--- src/rtl/alu_cc_pkg.sv ---
package alu_cc_pkg;

  typedef enum logic [1:0] {
    FN_ADD = 2'd0,
    FN_SUB = 2'd1,
    FN_AND = 2'd2,
    FN_XOR = 2'd3
  } alu_fn_e;

  typedef enum logic [3:0] {
    CF_ALWAYS = 4'd0,
    CF_LE     = 4'd1,
    CF_LT     = 4'd2,
    CF_EQ     = 4'd3,
    CF_NE     = 4'd4,
    CF_GE     = 4'd5,
    CF_GT     = 4'd6
  } cond_fn_e;

  typedef struct packed {
    logic zf;
    logic sf;
    logic of;
  } flags_t;

  localparam flags_t FLAGS_RST = '{zf: 1'b1, sf: 1'b0, of: 1'b0};

endpackage

--- src/rtl/alu_cc_datapath.sv ---
module alu_cc_datapath
  import alu_cc_pkg::*;
#(
  parameter int unsigned DATA_W = 32
) (
  input  logic [DATA_W-1:0] a_i,
  input  logic [DATA_W-1:0] b_i,
  input  logic [1:0]        fn_i,
  output logic [DATA_W-1:0] res_o,
  output flags_t            flags_nxt_o
);

  localparam int unsigned MSB = DATA_W - 1;

  alu_fn_e fn;
  logic    ovf;

  assign fn = alu_fn_e'(fn_i);

  always_comb begin
    unique case (fn)
      FN_ADD:  res_o = b_i + a_i;
      FN_SUB:  res_o = b_i - a_i;
      FN_AND:  res_o = b_i & a_i;
      default: res_o = b_i ^ a_i;
    endcase
  end

  // signed overflow from operand and result signs
  always_comb begin
    unique case (fn)
      FN_ADD:  ovf = (a_i[MSB] == b_i[MSB]) && (res_o[MSB] != a_i[MSB]);
      FN_SUB:  ovf = (a_i[MSB] != b_i[MSB]) && (res_o[MSB] != b_i[MSB]);
      default: ovf = 1'b0;
    endcase
  end

  assign flags_nxt_o.zf = (res_o == '0);
  assign flags_nxt_o.sf = res_o[MSB];
  assign flags_nxt_o.of = ovf;

endmodule

--- src/rtl/alu_cc_flag_reg.sv ---
module alu_cc_flag_reg
  import alu_cc_pkg::*;
(
  input  logic   clk_i,
  input  logic   rst_ni,
  input  logic   load_i,
  input  flags_t flags_i,
  output flags_t flags_o
);

  always_ff @(posedge clk_i or negedge rst_ni) begin
    if (!rst_ni)     flags_o <= FLAGS_RST;
    else if (load_i) flags_o <= flags_i;
  end

endmodule

--- src/rtl/alu_cc_cond_eval.sv ---
module alu_cc_cond_eval
  import alu_cc_pkg::*;
(
  input  flags_t     flags_i,
  input  logic [3:0] cond_fn_i,
  output logic       true_o
);

  logic lt;

  assign lt = flags_i.sf ^ flags_i.of;

  always_comb begin
    unique case (cond_fn_i)
      CF_ALWAYS: true_o = 1'b1;
      CF_LE:     true_o = lt | flags_i.zf;
      CF_LT:     true_o = lt;
      CF_EQ:     true_o = flags_i.zf;
      CF_NE:     true_o = !flags_i.zf;
      CF_GE:     true_o = !lt;
      CF_GT:     true_o = !lt && !flags_i.zf;
      default:   true_o = 1'b0;
    endcase
  end

endmodule

--- src/rtl/alu_cc_unit.sv ---
module alu_cc_unit
  import alu_cc_pkg::*;
#(
  parameter int unsigned DATA_W = 32
) (
  input  logic              clk_i,
  input  logic              rst_ni,
  input  logic [DATA_W-1:0] a_i,
  input  logic [DATA_W-1:0] b_i,
  input  logic [1:0]        fn_i,
  input  logic              set_flags_i,
  input  logic [3:0]        cond_fn_i,
  output logic [DATA_W-1:0] result_o,
  output logic              zf_o,
  output logic              sf_o,
  output logic              of_o,
  output logic              cond_true_o
);

  flags_t flags_nxt;
  flags_t flags_q;

  alu_cc_datapath #(.DATA_W(DATA_W)) i_datapath (
    .a_i         (a_i),
    .b_i         (b_i),
    .fn_i        (fn_i),
    .res_o       (result_o),
    .flags_nxt_o (flags_nxt)
  );

  alu_cc_flag_reg i_flag_reg (
    .clk_i   (clk_i),
    .rst_ni  (rst_ni),
    .load_i  (set_flags_i),
    .flags_i (flags_nxt),
    .flags_o (flags_q)
  );

  alu_cc_cond_eval i_cond_eval (
    .flags_i   (flags_q),
    .cond_fn_i (cond_fn_i),
    .true_o    (cond_true_o)
  );

  assign zf_o = flags_q.zf;
  assign sf_o = flags_q.sf;
  assign of_o = flags_q.of;

endmodule

--- config.mk ---
export PLATFORM = sky130hd
export DESIGN_NAME = alu_cc_unit
export DESIGN_NICKNAME = d
export VERILOG_FILES = /design/src/rtl/alu_cc_pkg.sv /design/src/rtl/alu_cc_datapath.sv /design/src/rtl/alu_cc_flag_reg.sv /design/src/rtl/alu_cc_cond_eval.sv /design/src/rtl/alu_cc_unit.sv
export SDC_FILE = /design/constraint.sdc
export NUM_CORES = 1
export LEC_CHECK = 0
export BUFFER_PORTS_ARGS = -buffer_cell sky130_fd_sc_hd__buf_2
export CORE_MARGIN = 1.5
export CORE_UTILIZATION = 50
export CTS_BUF_LIST = sky130_fd_sc_hd__clkbuf_16
export DETAILED_ROUTE_END_ITERATION = 8
export PLACE_DENSITY_LB_ADDON = 0.1
export SLEW_MARGIN = 20
export SYNTH_ARGS = -nofsm -noshare
export SYNTH_HDL_FRONTEND = slang
export SYNTH_SLANG_ARGS = --single-unit
--- constraint.sdc ---
create_clock -name clk_i -period 4.15 [get_ports clk_i]
set_input_delay 0.2075 -clock clk_i [delete_from_list [all_inputs] [get_ports clk_i]]
set_output_delay 0.2075 -clock clk_i [all_outputs]
set_load 0.005 [all_outputs]
==> out/qor.csv <==
stage,metric,value,unit
run_status,status,finished with violations,
run_status,violated checks,negative setup slack,
die,Initial Utilization,0.517,
layout,"Most flops, register",i_flag_reg.flags_o,
power,Leak Pwr,2.90,nW
logic_synthesis,Syn. warnings,0,
logic_synthesis,"Seq/Total Area, Yosys",0.0191,
placed_design,hpwl dp,11300,um
cts,H-Tree Level Count,1,
die,num ports,109,
setup_path,CP Class,input port to flop,
detailed_routing,via count,5206,
die,row cnt,32,
logic_synthesis,Post-Syn Area per Cell,7.23,um^2
placed_design,Inst Count DP,869,
placed_design,port bufs,108,
setup_path,startpoint types,input port,
timing,"Slew Viols, Final",0,
layout,biggest regs,i_flag_reg.flags_o: 3 flops,
layout,synthesis-to-layout area growth,51.3,%
timing,Final Cycle Share,1.07,
cts,clk slew on worst S/H paths,0.03,ns
die,Die H,92.4,um
min_path,hold path startpoint,set_flags_i,
setup_path,Worst EP arrival,4.61,ns
logic_synthesis,cells after synthesis,552,
power,PnR Total Power,1.33,mW
run,MaxCap Viol Count,0,
logic_synthesis,Yosys top cell area share,0.201,
global_route,largest net degree at the start of global routing,70,
logic_synthesis,asr flop ratio synth,1.00,
logic_synthesis,Synth Register Bits,3,
layout,layout cells sized above 1,0.419,
layout,max FFs per register,3,
layout,Fill cells,604,
setup_path,RR Endpoint,i_flag_reg.flags_o[0],
layout,nets,919,
setup_path,R2R setup slack,3.24,ns
logic_synthesis,number of flops mapped to enable cells by yosys,0,
timing,Hold Fails Final Rpt,0,
logic_synthesis,syn nets,690,
setup_path,CP Capture Type,flop,
logic_synthesis,top post-synthesis cells by area,"ha_1, xor2_1, nand2_1, a21oi_1, xnor2_1",
min_path,worst hold path endpoint,i_flag_reg.flags_o[2],
global_route,vias in the first global route,4964,
logic_synthesis,Unique masters post-synth,79,
timing,worst slew pin tran,0.714,ns
cts,CTS root buf,clkbuf_16,
detailed_routing,drt initial violations,305,
setup_path,CP required,4.30,ns
detailed_routing,wire per inst,16.3,um
logic_synthesis,Synth Flop Type,dfrtp_1,
setup_path,worst reg2reg path depth,3,
die,die footprint,0.00853,mm^2
power,Power Density,220,mW/mm^2
global_route,gr usage total,0.326,
logic_synthesis,Synth area leader,ha_1,
timing,max frequency,224,MHz
cts,clock tree buffer depth,2,
cts,total CTS buffers,3,
cts,CTS tree,built,
detailed_routing,Post-route DRC,0,
layout,post-layout instance count excluding filler cells,882,
timing,clk_skew,0,ns
min_path,hold depth,2,
timing,# setup viols final,7,
layout,Sequential Area,76.3,um^2
layout,n_diodes,0,
timing,Max-Slew Margin vs Limit,0.524,
detailed_routing,Final ANT Viol Nets,0,
timing,RSZ-0062 raised after global routing,yes,
cts,"Clk Latency, worst-skew pair",0.23,ns
logic_synthesis,synthesized area,0.00399,mm^2
global_route,initial antenna violation count,0,
logic_synthesis,most common cell in the netlist,ha_1,
timing,Final min period,4.46,ns
placed_design,GP Congestion,0.951,
logic_synthesis,Synth top cells by count,"ha_1, nand2_1, nor2_1, a21oi_1, xor2_1",
min_path,Min-Delay Path Class,input port to flop,
setup_path,Worst Path Max Fanout,4,
detailed_routing,Avg Vias per Cell,5.90,
detailed_routing,final WL,14400,um
timing,worst setup margin,-0.311,ns
global_route,total grt overflow,0,
cts,# clock sinks,3,
die,Core ar.,0.00773,mm^2
global_route,first-pass GRT wire length,22900,um
layout,multi-input logic area,0.00405,mm^2
detailed_routing,TritonRoute pass-1 iters,5,
power,Worst IR Drop VDD,128,uV
die,Die X-Extent,92.4,um
setup_path,reg-to-reg startpoint,i_flag_reg.flags_o[0],
[worst max-delay path by stage]
stage | from | end | slack, ns
final | a_i[4] | i_flag_reg.flags_o[2] | -0.31
after global routing | a_i[4] | i_flag_reg.flags_o[2] | -0.55
after CTS | a_i[4] | i_flag_reg.flags_o[2] | -0.27
after detailed placement | a_i[4] | i_flag_reg.flags_o[2] | -0.78
after global placement | a_i[4] | i_flag_reg.flags_o[2] | -0.68
after floorplan | a_i[4] | i_flag_reg.flags_o[2] | -0.40
[stage by stage]
stage,hold WS [ns],cell area [um^2],setup WS (ns),TNS [ns],util
final,0.224,6040,-0.311,-1.14,0.782
after floorplan,-0.0881,4110,-0.399,-0.513,-
after global routing,0.238,6040,-0.551,-3.48,0.782
after CTS,0.221,5890,-0.274,-0.965,0.762
after global placement,0.00253,5610,-0.684,-3.70,0.727
after detailed placement,0.00991,5610,-0.781,-4.67,0.727
[where the power goes]
group          switching (mW)  internal [mW]
registers             0.00327         0.0327
logic                   0.576          0.559
clock network          0.0308          0.125
total                   0.611          0.717
[metal layers]
| layer | vias up | part of all wire | track usage |
|---|---|---|---|
| met3 | 31 | 0.053 | 0.0213 |
| li1 | 2573 | - | - |
| met5 | - | 0 | 0 |
| met1 | 2402 | 0.44 | 0.409 |
| met4 | 0 | 0.027 | 0.0923 |
| met2 | 200 | 0.48 | 0.592 |
[worst max-delay path, cell delays in order]
cell and delay (ns):
buf_6 0.10, or3_4 0.40, nor3b_4 0.23, nand2_2 0.11, nor3_2 0.13, nand2_1 0.09
or2_4 0.29, o21ai_2 0.17, xor2_1 0.09, ha_1 0.34, nand2_2 0.12, o211ai_1 0.31
o2111ai_2 0.19, a31oi_2 0.26, o21ai_2 0.10, a31oi_2 0.23, nor4b_1 0.12, or4b_4 0.54
or4_4 0.49, o22ai_2 0.12
[layout by cell type (no fill, tap or decap), drive strengths merged, types with 4 or more instances in the layout]
cell type,n
nor4b,6
nand2,51
o21ai,42
mux2,11
buf,244
mux2i,10
a311oi,4
nand4,11
o22ai,4
nor3,17
a31oi,10
or4,7
o211ai,18
a21o,8
or3,10
ha,64
nand2b,15
o21a,6
nand3,6
nor2,39
o31a,4
xor2,28
a21oi,35
xnor2,17
o31ai,16
nor4,7
nor2b,8
inv,24
[cell families (layout without fill, tap and decap cells)]
family,Yosys count,in the layout,share of synthesized area
compound gates,180,180,0.314
flops,3,3,0.0191
mux,21,21,0.0561
fa+ha+maj,65,65,0.206
xor+xnor,45,45,0.0987
buf+inv,44,272,0.0445
simple gates,194,194,0.262
[final cells by class]
cell class / count / area share
Multi-Input combinational cell: 505 / 0.671
Timing Repair Buffer: 245 / 0.268
Clock buffer: 3 / 0.0124
Clock inverter: 1 / 0.000621
Sequential cell: 3 / 0.0126
Inverter: 23 / 0.0143
Tap cell: 102 / 0.0211
[what timing repair did]
item | 4_1_cts | 5_1_grt
hold endpoints to repair | 3 | 0
setup endpoints to repair | 13 | 14
pin swaps | 24 | 11
buffers inserted | 5 | 6
resized for setup | 26 | 29
hold buffers | 1 | 0
No activity file was read; power rests on OpenSTA's default activity.
